File: src/rtl/cfg_serial_pkg.sv
// Package: shared widths and field positions for the serial configuration loader.
// Assumes a 16-bit frame whose top bit is the word select.
package cfg_serial_pkg;

    localparam int FRAME_W = 16;
    localparam int WORD_W  = FRAME_W - 1;
    localparam int N_BRIDGE = 2;
    localparam int OFF_W    = 3;
    localparam int BLANK_W  = 2;

    // Word-select encoding carried by the last frame bit
    typedef enum logic {
        SEL_SETTINGS = 1'b0,
        SEL_DRIVE    = 1'b1
    } word_sel_e;

    // Settings word: position of the off-time MSB for a bridge (0 = bridge 1)
    function automatic int off_msb_pos(input int bridge);
        return (bridge == 0) ? 8 : 3;
    endfunction

    // Settings word: position of the blank-time MSB for a bridge
    function automatic int blank_msb_pos(input int bridge);
        return (bridge == 0) ? 11 : 6;
    endfunction

    // Drive word: position of the PWM-mode bit; phase and enable follow it
    function automatic int drive_base_pos(input int bridge);
        return (bridge == 0) ? 12 : 9;
    endfunction

    localparam int MASK_POS  = 13;
    localparam int SWOFF_POS = 14;

endpackage

File: src/rtl/cser_sync.sv
// Module: cser_sync
// Multi-stage synchroniser for one asynchronous serial line.
// Assumes STAGES >= 2; the reset value matches the line's idle level so that
// no false edge appears when reset releases.
module cser_sync #(
    parameter int   STAGES  = 2,
    parameter logic RST_VAL = 1'b0
) (
    input  logic clk,
    input  logic rst_n,
    input  logic d,
    output logic q
);

    logic [STAGES-1:0] pipe;

    // Shift the asynchronous level through the flop chain
    always_ff @(posedge clk) begin
        if (!rst_n)
            pipe <= {STAGES{RST_VAL}};
        else
            pipe <= {pipe[STAGES-2:0], d};
    end

    assign q = pipe[STAGES-1];

endmodule

File: src/rtl/cser_holdoff.sv
// Module: cser_holdoff
// Counts system clocks after reset release; raises armed once the count
// reaches HOLD_CYCLES and keeps it high until the next reset.
// Assumes HOLD_CYCLES >= 1.
module cser_holdoff #(
    parameter int HOLD_CYCLES = 2500
) (
    input  logic clk,
    input  logic rst_n,
    output logic armed
);

    localparam int CNT_W = $clog2(HOLD_CYCLES + 1);

    logic [CNT_W-1:0] cnt;

    // Count up to the hold-off limit and then stop
    always_ff @(posedge clk) begin
        if (!rst_n)
            cnt <= '0;
        else if (cnt != CNT_W'(HOLD_CYCLES))
            cnt <= cnt + 1'b1;
    end

    assign armed = (cnt == CNT_W'(HOLD_CYCLES));

    // once armed, stays armed until reset
    p_armed_sticky_r8: assert property (@(posedge clk) disable iff (!rst_n)
        armed |=> armed);

endmodule

File: src/rtl/cser_shifter.sv
// Module: cser_shifter
// Detects edges on the synchronised serial lines, shifts data LSB first on
// falling serial-clock edges while the strobe is low, counts the captured bits
// and raises commit on a strobe rise that ends an exact-length frame.
// Assumes inputs are already synchronised to clk.
module cser_shifter
    import cfg_serial_pkg::*;
(
    input  logic               clk,
    input  logic               rst_n,
    input  logic               armed,
    input  logic               sclk,
    input  logic               sdat,
    input  logic               sstb,
    output logic               commit,
    output logic [FRAME_W-1:0] frame
);

    localparam int CNT_W   = $clog2(FRAME_W + 2);
    localparam int CNT_MAX = FRAME_W + 1;

    logic             sclk_q;
    logic             sstb_q;
    logic [CNT_W-1:0] bit_cnt;
    logic             clk_fall;
    logic             stb_rise;
    logic             stb_fall;
    logic             shift_en;

    // Remember the previous synchronised levels for edge detection
    always_ff @(posedge clk) begin
        if (!rst_n) begin
            sclk_q <= 1'b1;
            sstb_q <= 1'b1;
        end else begin
            sclk_q <= sclk;
            sstb_q <= sstb;
        end
    end

    assign clk_fall = sclk_q & ~sclk;
    assign stb_rise = ~sstb_q & sstb;
    assign stb_fall = sstb_q & ~sstb;
    assign shift_en = armed & clk_fall & ~sstb;

    // Shift data in LSB first: newest bit enters at the top
    always_ff @(posedge clk) begin
        if (!rst_n)
            frame <= '0;
        else if (shift_en)
            frame <= {sdat, frame[FRAME_W-1:1]};
    end

    // Count captured bits per frame, saturating one past the frame length
    always_ff @(posedge clk) begin
        if (!rst_n)
            bit_cnt <= '0;
        else if (stb_rise || stb_fall)
            bit_cnt <= '0;
        else if (shift_en && bit_cnt != CNT_W'(CNT_MAX))
            bit_cnt <= bit_cnt + 1'b1;
    end

    assign commit = armed & stb_rise & (bit_cnt == CNT_W'(FRAME_W));

    // a high strobe freezes the shift register
    p_frozen_when_high_r3: assert property (@(posedge clk) disable iff (!rst_n)
        sstb |=> $stable(frame));

    // nothing is shifted before the hold-off expires
    p_idle_until_armed_r8: assert property (@(posedge clk) disable iff (!rst_n)
        !armed |=> $stable(frame));

endmodule

File: src/rtl/cser_store.sv
// Module: cser_store
// Holds the two configuration words, writes the one picked by the top frame
// bit on commit, emits the write pulse and splits both words into fields.
// Assumes commit lasts at most one cycle per frame.
module cser_store
    import cfg_serial_pkg::*;
(
    input  logic                            clk,
    input  logic                            rst_n,
    input  logic                            commit,
    input  logic [FRAME_W-1:0]              frame,
    output logic [WORD_W-1:0]               set_word,
    output logic [WORD_W-1:0]               drv_word,
    output logic                            wr_pulse,
    output logic                            wr_sel,
    output logic [N_BRIDGE*OFF_W-1:0]       off_time,
    output logic [N_BRIDGE*BLANK_W-1:0]     blank,
    output logic                            mask_sel,
    output logic                            sw_off,
    output logic [N_BRIDGE-1:0]             pwm_mode,
    output logic [N_BRIDGE-1:0]             phase,
    output logic [N_BRIDGE-1:0]             enable
);

    word_sel_e dest;
    assign dest = word_sel_e'(frame[FRAME_W-1]);

    // Write the addressed word on commit
    always_ff @(posedge clk) begin
        if (!rst_n) begin
            set_word <= '0;
            drv_word <= '0;
        end else if (commit) begin
            if (dest == SEL_DRIVE)
                drv_word <= frame[WORD_W-1:0];
            else
                set_word <= frame[WORD_W-1:0];
        end
    end

    // Produce the one-cycle write pulse and record the destination
    always_ff @(posedge clk) begin
        if (!rst_n) begin
            wr_pulse <= 1'b0;
            wr_sel   <= 1'b0;
        end else begin
            wr_pulse <= commit;
            if (commit)
                wr_sel <= frame[FRAME_W-1];
        end
    end

    // Per-bridge field split of both words
    for (genvar b = 0; b < N_BRIDGE; b++) begin : g_bridge
        localparam int OM = off_msb_pos(b);
        localparam int BM = blank_msb_pos(b);
        localparam int DB = drive_base_pos(b);
        assign off_time[b*OFF_W +: OFF_W]     = {set_word[OM], set_word[OM+1], set_word[OM+2]};
        assign blank[b*BLANK_W +: BLANK_W]    = {set_word[BM], set_word[BM+1]};
        assign pwm_mode[b]                    = drv_word[DB];
        assign phase[b]                       = drv_word[DB+1];
        assign enable[b]                      = drv_word[DB+2];
    end

    assign mask_sel = set_word[MASK_POS];
    assign sw_off   = set_word[SWOFF_POS];

    // the write pulse never lasts two cycles
    p_pulse_single_r9: assert property (@(posedge clk) disable iff (!rst_n)
        wr_pulse |=> !wr_pulse);

    // writing the drive word leaves the settings word alone
    p_settings_kept_r4: assert property (@(posedge clk) disable iff (!rst_n)
        ($past(rst_n) && wr_pulse && wr_sel) |-> $stable(set_word));

    // writing the settings word leaves the drive word alone
    p_drive_kept_r4: assert property (@(posedge clk) disable iff (!rst_n)
        ($past(rst_n) && wr_pulse && !wr_sel) |-> $stable(drv_word));

    // without a write pulse neither word moves
    p_no_silent_write_r5: assert property (@(posedge clk) disable iff (!rst_n)
        ($past(rst_n) && !wr_pulse) |-> ($stable(set_word) && $stable(drv_word)));

endmodule

File: src/rtl/cfg_serial_regs.sv
// Module: cfg_serial_regs (top)
// Serial configuration loader: synchronises the three serial lines,
// blocks them for a hold-off after reset, assembles 16-bit frames and stores
// them into the settings or drive word. Assumes clk is several times faster
// than the serial clock so every level lasts at least SYNC_STAGES+1 cycles.
module cfg_serial_regs #(
    parameter int SYNC_STAGES  = 2,
    parameter int HOLDOFF_CYCLES = 2500
) (
    input  logic        clk,
    input  logic        rst_n,
    input  logic        ser_clk_i,
    input  logic        ser_dat_i,
    input  logic        ser_stb_i,
    output logic [14:0] set_word_o,
    output logic [14:0] drv_word_o,
    output logic [5:0]  off_time_o,
    output logic [3:0]  blank_o,
    output logic        mask_sel_o,
    output logic        sw_off_o,
    output logic [1:0]  pwm_mode_o,
    output logic [1:0]  phase_o,
    output logic [1:0]  enable_o,
    output logic        wr_pulse_o,
    output logic        wr_sel_o
);
    import cfg_serial_pkg::*;

    logic                sclk_s;
    logic                sdat_s;
    logic                sstb_s;
    logic                armed;
    logic                commit;
    logic [FRAME_W-1:0]  frame;

    cser_sync #(.STAGES(SYNC_STAGES), .RST_VAL(1'b1)) u_sync_clk (
        .clk(clk), .rst_n(rst_n), .d(ser_clk_i), .q(sclk_s));
    cser_sync #(.STAGES(SYNC_STAGES), .RST_VAL(1'b0)) u_sync_dat (
        .clk(clk), .rst_n(rst_n), .d(ser_dat_i), .q(sdat_s));
    cser_sync #(.STAGES(SYNC_STAGES), .RST_VAL(1'b1)) u_sync_stb (
        .clk(clk), .rst_n(rst_n), .d(ser_stb_i), .q(sstb_s));

    cser_holdoff #(.HOLD_CYCLES(HOLDOFF_CYCLES)) u_holdoff (
        .clk(clk), .rst_n(rst_n), .armed(armed));

    cser_shifter u_shift (
        .clk(clk), .rst_n(rst_n), .armed(armed),
        .sclk(sclk_s), .sdat(sdat_s), .sstb(sstb_s),
        .commit(commit), .frame(frame));

    cser_store u_store (
        .clk(clk), .rst_n(rst_n), .commit(commit), .frame(frame),
        .set_word(set_word_o), .drv_word(drv_word_o),
        .wr_pulse(wr_pulse_o), .wr_sel(wr_sel_o),
        .off_time(off_time_o), .blank(blank_o),
        .mask_sel(mask_sel_o), .sw_off(sw_off_o),
        .pwm_mode(pwm_mode_o), .phase(phase_o), .enable(enable_o));

    // no write pulse while still held off
    p_no_write_before_armed_r8: assert property (@(posedge clk) disable iff (!rst_n)
        !armed |-> !wr_pulse_o);

    // reset state of the pulse is low on the first cycle after reset
    p_reset_quiet_r1: assert property (@(posedge clk)
        !rst_n |=> !wr_pulse_o);

endmodule

File: config.mk
export PLATFORM = sky130hd
export DESIGN_NAME = cfg_serial_regs
export DESIGN_NICKNAME = d
export VERILOG_FILES = /design/src/rtl/cfg_serial_pkg.sv /design/src/rtl/cser_sync.sv /design/src/rtl/cser_holdoff.sv /design/src/rtl/cser_shifter.sv /design/src/rtl/cser_store.sv /design/src/rtl/cfg_serial_regs.sv
export SDC_FILE = /design/constraint.sdc
export NUM_CORES = 1
export LEC_CHECK = 0
export BUFFER_PORTS_ARGS = -buffer_cell sky130_fd_sc_hd__buf_2
export CORE_ASPECT_RATIO = 0.8
export CORE_MARGIN = 2
export CORE_UTILIZATION = 55
export DETAILED_ROUTE_END_ITERATION = 10
export GPL_ROUTABILITY_DRIVEN = 0
export HOLD_SLACK_MARGIN = 0.02
export PLACE_DENSITY = 0.79
export SLEW_MARGIN = 20
export SYNTH_ARGS = -nofsm -noshare
export SYNTH_HDL_FRONTEND = slang
export SYNTH_SLANG_ARGS = --single-unit
File: constraint.sdc
create_clock -name clk -period 3.45 [get_ports clk]
set_clock_uncertainty 0.1 [all_clocks]
set_input_delay 0.345 -clock clk [delete_from_list [all_inputs] [get_ports clk]]
set_output_delay 0.345 -clock clk [all_outputs]
set_load 0.05 [all_outputs]
==> results of run 1 <==
per-stage QoR:
step | setup slack, ns | instances | util | hold slack, ns
final | 1.25 | 434 | 0.632 | 0.0893
after global placement | 1.31 | 418 | 0.587 | 0.289
after global routing | 1.09 | 434 | 0.632 | 0.0696
after detailed placement | 1.19 | 418 | 0.587 | 0.297
after floorplan | 1.47 | 331 | - | 0.286
after CTS | 1.21 | 434 | 0.632 | 0.0761
state kept, by name (all words and copies together) (netlist names):
name,cells
u_holdoff.cnt,12
u_shift.bit_cnt,5
u_shift.frame,16
u_shift.sclk_q,1
u_shift.sstb_q,1
u_store.drv_word,15
u_store.set_word,15
u_store.wr_pulse,1
u_store.wr_sel,1
u_sync_clk.pipe,2
u_sync_dat.pipe,2
u_sync_stb.pipe,2
kinds of logic after synthesis:
group / Yosys count / share of synthesized area
and+or+nand+nor: 139 / 0.222
adders and majority gates: 6 / 0.0249
muxes: 33 / 0.110
buffers and inverters: 42 / 0.0840
DFF: 73 / 0.485
AOI/OAI and AO/OA: 30 / 0.0503
xor gates and xnor gates: 8 / 0.0233
layer usage:
layer / part of all wire / wire, um / track usage
met1: 0.46 / 2550 / 0.241
met2: 0.47 / 2630 / 0.316
met4: 0.012 / 67 / 0.0660
met3: 0.054 / 297 / 0.0733
met5: 0 / 0 / 0
where the power goes:
part	switching, mW	internal, mW
combinational	0.0228	0.0104
sequential	0.00481	0.849
clock	0.316	0.484
how the worst max path moves through the flow:
| stage | startpoint | to | slack [ns] |
|---|---|---|---|
| 2_1_floorplan | u_holdoff.cnt[0] | u_store.set_word[12] | 1.47 |
| 3_3_place_gp | u_holdoff.cnt[0] | u_store.drv_word[12] | 1.31 |
| 3_5_place_dp | u_holdoff.cnt[0] | u_store.drv_word[14] | 1.19 |
| 4_1_cts | u_holdoff.cnt[0] | u_store.drv_word[14] | 1.21 |
| 5_1_grt | u_holdoff.cnt[0] | u_store.drv_word[14] | 1.09 |
| 6_report | u_holdoff.cnt[3] | u_store.drv_word[14] | 1.25 |
synth_stat cells, types with 3 or more instances:
cell,count
a21oi_1,22
and2_1,4
and3_1,3
buf_2,3
buf_4,18
clkbuf_1,9
dfxtp_1,73
ha_1,6
inv_1,7
mux2i_1,32
nand2_1,85
nand2b_1,7
nand3_1,7
nand4_1,5
nor2_1,12
o21ai_0,7
xnor2_1,6
layout make-up:
| type | count | area (um2) |
|---|---|---|
| timing repair buffer | 56 | 285 |
| sequential | 73 | 1460 |
| clock buffer | 10 | 128 |
| fill | 459 | 1980 |
| inverter | 8 | 30.0 |
| multi-input combinational | 216 | 1300 |
| clock inverter | 6 | 116 |
| tap | 65 | 81.3 |
==> results.toml, run 1 <==
[synthesis]
synth-seq-cells = 73
syn_inst = 331
synthFlopType = "dfxtp_1"
synth_top_cell_by_area = "dfxtp_1"
syn_avg_cell_area_um2 = 9.09
netlist_area_mm2 = 0.00301
synthesis.nets = 342
synth_cell_type_count = 35
synth_warnings = 0
synth_edf_count = 0
synth_top_area_frac = 0.485
yosysSeqAreaShare = 0.485
synthArstFlopShare = 0
ys_top_cells_by_area = "dfxtp_1 49%, mux2i_1 11%, nand2_1 11%, buf_4 4.5%, a21oi_1 3.7%"

[setup_path]
worst-path-buf-inv = 0
crit_cells = 4
worst_path_max_delay_cell = "or3_1"
crit_fanout = 16
worstSetupPathType = "register to register"
reg2reg_depth = 4
crit_arrival_ns = 2.30
required_ns = 3.54
reg2reg_from = "u_holdoff.cnt[3]"
crit_chain = "nor4b_4, nand3_4, or3_1, mux2i_1"
r2r-end = "u_store.drv_word[14]"
cpLargestDelayFamily = "simple AND/OR/NAND/NOR gates"
critPathMaxStageDelay_ns = 0.78
endpoint_kind = "register"
r2r_slack_ns = 1.25
setup.worst_path.start_class = "register"

[detailed_routing]
vias_per_cell = 5.21
drc = 0
vias = 2262
drt-wirelength-per-cell_um = 12.8
ant_nets = 0
first_pass_iters = 4
routed_wl_um = 5540
drt_iter0_markers = 106

[sta]
rsz0062_at_grt = "false"
setup_viol = 0
hold_violations = 0
slew_viol_final = 0
max_slew_margin = 0.404
tightest_slew_ns = 0.894
finalSetupTns_ns = 0
fin_crit_ns = 2.20
post-route-period-util = 0.638
fmax_mhz = 454

[layout]
drive_gt1_frac = 0.211
mostFrequentLayoutCells = "85 x nand2_1, 73 x dfxtp_1, 54 x buf_2, 32 x mux2i_1, 22 x a21oi_1"
final_common_cell = "nand2_1"
nets = 375
num_antenna_cells = 0
fin_area_mm2 = 0.00340
syn_to_final_growth_pct = 12.9

[cts]
htreeDepth = 3
cts_resized = 0
cts_setup_buffers = 0
clock-root-buffer = "clkbuf_8"
cts_max_path_buffers = 2
cts_tree = "yes"
cts_made_buffers = 9
cts.sinks = 73
cts.reportedPaths.clkPinSlew_ns = 0.08
clock_latency_ns = 0.34
hold_buffers = 0

[global_routing]
grt_max_degree = 31
grt_pass1_wl_um = 9270
grt_overflow = 0
antenna_found_initial = 0
grt_usage = 0.196
grt_pass1_vias = 2070

[worst_hold_path]
min_to = "u_sync_clk.pipe[0]"
min_path_cells = 2
hold_class = "primary input to register"
worstHoldStart = "ser_clk_i"

[die]
die-area_mm2 = 0.00608
die_h_um = 70.2
initial_utilization = 0.560
ios = 55
core_mm2 = 0.00538
die_x_um = 86.7
std_cell_rows = 24

[power]
power.leakage_nw = 1.56
max-vdd-ir-drop_mv = 0.474
p_total_mw = 1.69
power_density_mw_per_mm2 = 496

[place]
io_buffer_count = 54
place_area_mm2 = 0.00315
hpwl_um = 3800

[run_status]
status = "completed"

[job]
cap_violations = 0
Power figures use the tool's default switching activity.
==> inputs of run 2 (changes only) <==
--- a/config.mk
+++ b/config.mk
@@ -5,14 +5,15 @@
 export SDC_FILE = /design/constraint.sdc
 export NUM_CORES = 1
 export LEC_CHECK = 0
+export ABC_AREA = 1
 export BUFFER_PORTS_ARGS = -buffer_cell sky130_fd_sc_hd__buf_2
 export CORE_ASPECT_RATIO = 0.8
 export CORE_MARGIN = 2
-export CORE_UTILIZATION = 55
+export CORE_UTILIZATION = 51
 export DETAILED_ROUTE_END_ITERATION = 10
 export GPL_ROUTABILITY_DRIVEN = 0
 export HOLD_SLACK_MARGIN = 0.02
-export PLACE_DENSITY = 0.79
+export PLACE_DENSITY = 0.76
 export SLEW_MARGIN = 20
 export SYNTH_ARGS = -nofsm -noshare
 export SYNTH_HDL_FRONTEND = slang
==> constraint.sdc (replaced) <==
create_clock -name clk -period 1.9 [get_ports clk]
set_clock_uncertainty 0.1 [all_clocks]
set_input_delay 0.19 -clock clk [delete_from_list [all_inputs] [get_ports clk]]
set_output_delay 0.19 -clock clk [all_outputs]
set_load 0.05 [all_outputs]
==> run 2 against run 1 <==
Maximum frequency grew 27%. Via count is 39% higher. Die area rose by 26%. Combinational power grew to 3.1 times the previous value. Count of clock-buffer cells in the layout fell by 1. Critical path depth increased by 4. Flip-flop and latch count stayed put. Total power increased by 78%. Synthesized cell count up 55%. Hold slack better by 0.091 ns. Sequential share of layout area fell by 6.8 points. Wire length rose by 30%. Critical endpoint is now u_store.set_word[2].
==> results.toml, run 2 <==
[run_status]
status = "completed"

[layout]
mostFrequentLayoutCells = "100 x inv_1, 99 x nand2_1, 84 x nor2_1, 73 x dfxtp_1, 54 x buf_2"
n_fill_cell = 633
nets = 563
drive_gt1_frac = 0.181
num_antenna_cells = 0
layout.area.seq_mm2 = 0.00146
largest_register_ffs = 16
max_flop_register = "u_shift.frame"
reg_top3 = "u_shift.frame x16, u_store.drv_word x15, u_store.set_word x15"
final_core_util = 0.591
syn_to_final_growth_pct = 13.2
multi_input_comb_area_mm2 = 0.00147
final_common_cell = "inv_1"

[setup_path]
cpMostUsedCell = "inv_1"
worstSetupPathType = "register to register"
required_ns = 2.09
crit_fanout = 7
crit_arrival_ns = 1.92
worst_path_max_delay_cell = "dfxtp_1"
endpoint_kind = "register"
crit_start = "u_holdoff.cnt[0]"
crit_chain = "inv_1, ha_1, nand3_1, nor2_8, nand4_2, nand2_1, inv_1, nor2_1"
reg2reg_from = "u_holdoff.cnt[0]"
critPathMaxStageDelay_ns = 0.33
setup.worst_path.start_class = "register"
worst-path-buf-inv = 2
cpLargestDelayFamily = "simple AND/OR/NAND/NOR gates"

[cts]
cts_max_path_buffers = 2
htreeDepth = 3
cts_made_buffers = 9
cts_tree = "yes"
clock-root-buffer = "clkbuf_8"
clock_latency_ns = 0.36
cts.sinks = 73
cts.reportedPaths.clkPinSlew_ns = 0.08

[global_routing]
grt_max_degree = 35
antenna_found_initial = 0
grt_overflow = 0
grt_pass1_vias = 2724
grt_pass1_wl_um = 12100
grt_usage = 0.196

[detailed_routing]
drt-wirelength-per-cell_um = 11.2
routed_wl_um = 7210
drc = 0
drt_iter0_markers = 190
first_pass_iters = 5
vias = 3133
ant_nets = 0
vias_per_cell = 4.86

[sta]
post-route-period-util = 0.912
setup_viol = 0
fmax_mhz = 577
max_slew_margin = 0.723
slew_viol_final = 0
rsz0062_at_grt = "false"
fin_crit_ns = 1.73
tightest_slew_ns = 0.415
finalSetupTns_ns = 0
hold_violations = 0

[power]
power.leakage_nw = 1.90
clkPwrFrac = 0.451
max-vdd-ir-drop_mv = 0.565
switching_share = 0.225
seq_power_share = 0.515
pwr-share-comb = 0.034
net-switching-power_uw = 677
power_density_mw_per_mm2 = 745
p_int_mw = 2.33

[synthesis]
synthArstFlopShare = 0
synth_warnings = 0
synth_edf_count = 0
ys_top_cells_by_area = "dfxtp_1 41%, inv_1 11%, nand2_1 10%, nor2_1 8.8%, nand4_1 6.7%"
synthesis.nets = 525
synth_common_cells = "100 x inv_1, 99 x nand2_1, 84 x nor2_1"
synth-seq-cells = 73
syn_avg_cell_area_um2 = 6.93
yosysMostFrequentCell = "inv_1"
netlist_area_mm2 = 0.00356
synth_cell_type_count = 29
yosysSeqAreaShare = 0.410
synthFlopType = "dfxtp_1"
synth_top_cell_by_area = "dfxtp_1"
syn_inst = 514
synth_top_area_frac = 0.410

[job]
cap_violations = 0

[place]
io_buffer_count = 54
hpwl_um = 5090

[worst_hold_path]
worstHoldStart = "rst_n"
hold_class = "primary input to register"

[die]
core_mm2 = 0.00682
die_h_um = 78.8
ios = 55
die-area_mm2 = 0.00768
die_x_um = 97.5
initial_utilization = 0.522
std_cell_rows = 27
## run 2: cell types whose count changed after synthesis, sizes merged, moves of 7 or more
| cell | previous run | this run |
|---|---|---|
| o21ai | 7 | 22 |
| nand2b | 7 | 0 |
| nand4 | 5 | 40 |
| mux2i | 32 | 0 |
| nand2 | 85 | 101 |
| nor2 | 12 | 90 |
| inv | 8 | 106 |
| a21oi | 22 | 11 |
## run 2: final timing paths
check                              to  slack (ns)  depth (start not counted)
setup / recovery  u_store.set_word[2]        0.17                          8
hold / removal         u_shift.sclk_q        0.18                          3
setup reg to reg  u_store.set_word[2]        0.17                          8
hold reg to reg    u_sync_dat.pipe[1]        0.32                          2
## run 2: stage by stage
stage	hold WS [ns]	setup slack (ns)	instances	power, mW	cell area [um2]
after detailed placement	0.274	0.166	624	1.68	3770
after CTS	0.177	0.146	643	3.04	4020
after floorplan	0.188	0.295	514	1.66	3560
after global placement	0.270	0.204	624	1.68	3770
after global routing	0.205	0.0117	644	3.13	4040
final	0.181	0.167	644	3.01	4040
## run 2: power groups by stage
stage | Sequential [mW] | Clock, mW | Combinational [mW]
after floorplan | 1.58 | 0 | 0.0759
after global placement | 1.58 | 0 | 0.0946
after detailed placement | 1.58 | 0 | 0.0973
after CTS | 1.55 | 1.38 | 0.102
after global routing | 1.55 | 1.46 | 0.118
final | 1.55 | 1.36 | 0.102
## run 2: metal layers
layer  track usage  wire length [um]  vias to the layer above
li1              -                 -                     1627
met1         0.262              3430                     1395
met2         0.301              3180                       99
met3        0.0616               504                       12
met4        0.0722                98                        0
met5             0                 0                        -
## run 2: what timing repair did
action | 4_1_cts | 5_1_grt
resized for setup | 0 | 1
setup endpoints to repair | 0 | 2
endpoints found under the hold margin | 3 | 0
hold buffers | 3 | 0
buffers inserted | 0 | 0
## run 2: logic make-up (layout without fill, tap and decap cells)
kind of cell	after synthesis	after routing	share of synthesized area
xor+xnor	4	4	0.00983
flops	73	73	0.410
fa+ha+maj	6	6	0.0211
buf+inv	145	187	0.182
compound gates	34	34	0.0485
simple gates	252	253	0.329
## run 2: layout make-up
class	count	area share
Clock inverter	7	0.0251
Inverter	107	0.101
Tap cell	87	0.0270
Sequential cell	73	0.362
Clock buffer	9	0.0307
Multi-Input combinational cell	297	0.364
Timing Repair Buffer	64	0.0905
## run 2: worst reg2reg max path, stage by stage (launching register included)
cell and delay [ns]:
dfxtp_1 0.33, inv_1 0.09, ha_1 0.19, nand3_1 0.19, nor2_8 0.24, nand4_2 0.27, nand2_1 0.13, inv_1 0.04
nor2_1 0.09
==> inputs of run 3 (changes only) <==
--- a/config.mk
+++ b/config.mk
@@ -8,13 +8,14 @@
 export ABC_AREA = 1
 export BUFFER_PORTS_ARGS = -buffer_cell sky130_fd_sc_hd__buf_2
 export CORE_ASPECT_RATIO = 0.8
-export CORE_MARGIN = 2
-export CORE_UTILIZATION = 51
+export CORE_MARGIN = 5
+export CORE_UTILIZATION = 50
 export DETAILED_ROUTE_END_ITERATION = 10
 export GPL_ROUTABILITY_DRIVEN = 0
 export HOLD_SLACK_MARGIN = 0.02
-export PLACE_DENSITY = 0.76
+export PLACE_DENSITY = 0.75
 export SLEW_MARGIN = 20
 export SYNTH_ARGS = -nofsm -noshare
 export SYNTH_HDL_FRONTEND = slang
+export SYNTH_HIERARCHICAL = 1
 export SYNTH_SLANG_ARGS = --single-unit
==> run 3 against run 2 <==
Sequential power is essentially flat. Maximum frequency shrank 7.2%. Total power shrank 1.4%. Critical path type unchanged. Largest cell class is now registers. Setup slack lost 0.13 ns. Critical endpoint is now u_store/set_word[10]. Utilization grew 1.6 points. Count of clock-buffer cells in the layout is the same. Combinational power grew 8%. Global-route usage shrank 2.0 points. Die area grew 7.6%. Clock power shrank 4%.
==> results.toml, run 3 <==
[run_status]
status = "completed"

[cts]
cts.sinks = 73
cts_tree = "yes"
clock_latency_ns = 0.34
htreeDepth = 3
cts_max_path_buffers = 2
cts_made_buffers = 9
cts.reportedPaths.clkPinSlew_ns = 0.08
clock-root-buffer = "clkbuf_8"

[power]
power_density_mw_per_mm2 = 765
max-vdd-ir-drop_mv = 0.450
switching_share = 0.216
clkPwrFrac = 0.440
power.leakage_nw = 1.80
net-switching-power_uw = 639
pwr-share-comb = 0.037
p_total_mw = 2.96
seq_power_share = 0.523
p_int_mw = 2.33

[layout]
n_fill_cell = 561
nets = 503
stdcell_count = 581
final_core_util = 0.608
drive_gt1_frac = 0.256
syn_to_final_growth_pct = 18.6
reg_top3 = "u_shift/frame x16, u_store/drv_word x15, u_store/set_word x15"
max_flop_register = "u_shift/frame"
fin_area_mm2 = 0.00387
num_antenna_cells = 0
mostFrequentLayoutCells = "78 x nor2_1, 77 x nand2_1, 71 x dfxtp_1, 54 x buf_2, 44 x inv_1"
largest_register_ffs = 16
final_common_cell = "nor2_1"

[synthesis]
synthArstFlopShare = 0
syn_inst = 440
yosysSeqAreaShare = 0.447
synth_warnings = 6
synthesis.nets = 451
synth_cell_type_count = 26
synth_top_area_frac = 0.447
synthFlopType = "dfxtp_1"
synth-seq-cells = 73
synth_common_cells = "84 x nor2_1, 78 x nand2_1, 73 x dfxtp_1"
syn_avg_cell_area_um2 = 7.42
yosysMostFrequentCell = "nor2_1"
ys_top_cells_by_area = "dfxtp_1 45%, nor2_1 9.7%, nand2_1 9.0%, nand3_1 6.1%, inv_1 5.4%"
netlist_area_mm2 = 0.00327
synth_edf_count = 0
synth_top_cell_by_area = "dfxtp_1"

[sta]
hold_ws_ns = 0.0933
tightest_slew_ns = 0.570
fmax_mhz = 535
post-route-period-util = 0.983
rsz0062_at_grt = "true"
fin_crit_ns = 1.87
max_slew_margin = 0.620
fin_ws_ns = 0.0319
setup_viol = 0
slew_viol_final = 0
hold_violations = 0
finalSetupTns_ns = 0

[place]
place_ws_ns = 0.0223
dp.cells = 559
hpwl_um = 4830
io_buffer_count = 54
place_area_mm2 = 0.00351

[setup_path]
r2r_slack_ns = 0.03
required_ns = 2.04
crit_arrival_ns = 2.01
worstSetupPathType = "register to register"
endpoint_kind = "register"
setup.worst_path.start_class = "register"
crit_fanout = 12

[die]
die_x_um = 100
initial_utilization = 0.512
std_cell_rows = 26
ios = 55
core_mm2 = 0.00638
die_h_um = 82.3
die-area_mm2 = 0.00826

[global_routing]
grt_max_degree = 34
antenna_found_initial = 0
grt_overflow = 0
grt_usage = 0.176
grt_pass1_wl_um = 11400
grt_pass1_vias = 2368

[detailed_routing]
ant_nets = 0
drt_iter0_markers = 190
vias_per_cell = 4.87
drt-wirelength-per-cell_um = 12.2
vias = 2827
routed_wl_um = 7120
drc = 0
first_pass_iters = 4

[job]
cap_violations = 0

[worst_hold_path]
hold_class = "primary input to register"
run 3: path summary, 6_finish.rpt:
kind | startpoint | endpoint | cells past startpoint
worst max-delay path | u_holdoff/cnt[0] | u_store/set_word[10] | 13
worst min-delay path | rst_n | u_sync_clk/pipe[0] | 2
worst max register to register | u_holdoff/cnt[0] | u_store/set_word[10] | 13
worst min register to register | u_sync_clk/pipe[0] | u_sync_clk/pipe[1] | 2
run 3: worst max-delay path: stages, from the launching register on:
cell     delay [ns]
dfxtp_2        0.33
inv_2          0.07
ha_4           0.13
nand2_1        0.05
nor2_1         0.08
nand3_1        0.10
inv_2          0.07
nand4_1        0.10
nor2_2         0.14
buf_6          0.18
buf_12         0.15
nand3_1        0.09
nand2_1        0.11
nor2_1         0.06
run 3: cell families (layout without fill, tap and decap cells):
family	Yosys count	after routing	share of synthesized area
xor gates and xnor gates	2	2	0.00536
buffers and inverters	86	142	0.140
AOI/OAI and AO/OA	50	50	0.0785
DFF	73	73	0.447
adders and majority gates	6	6	0.0230
and+or+nand+nor	223	224	0.306
run 3: layout make-up:
type / count / area [um2] / area share
Sequential cell: 73 / 1460 / 0.378
Multi-Input combinational cell: 282 / 1420 / 0.367
Timing Repair Buffer: 75 / 469 / 0.121
Inverter: 51 / 198 / 0.0510
Clock buffer: 9 / 124 / 0.0320
Tap cell: 84 / 105 / 0.0271
Clock inverter: 7 / 92.6 / 0.0239
run 3: per-layer routing:
layer / up-vias / global-route usage / wire length, um
met2: 93 / 0.258 / 3150
met4: 0 / 0.0565 / 86
met5: - / 0 / 0
met3: 9 / 0.0588 / 572
li1: 1458 / - / -
met1: 1267 / 0.244 / 3310
run 3: repair_timing:
item	in CTS	in global routing
hold buffers	3	0
setup endpoints to repair	0	37
setup buffers	0	1
gates resized for setup	0	22
endpoints found under the hold margin	3	0
run 3: power by group through the flow:
stage	clock network (mW)	registers, mW	logic [mW]
after detailed placement	0	1.58	0.0966
after global placement	0	1.58	0.0943
after global routing	1.41	1.55	0.127
final	1.30	1.55	0.110
after CTS	1.34	1.55	0.102
after floorplan	0	1.58	0.0633
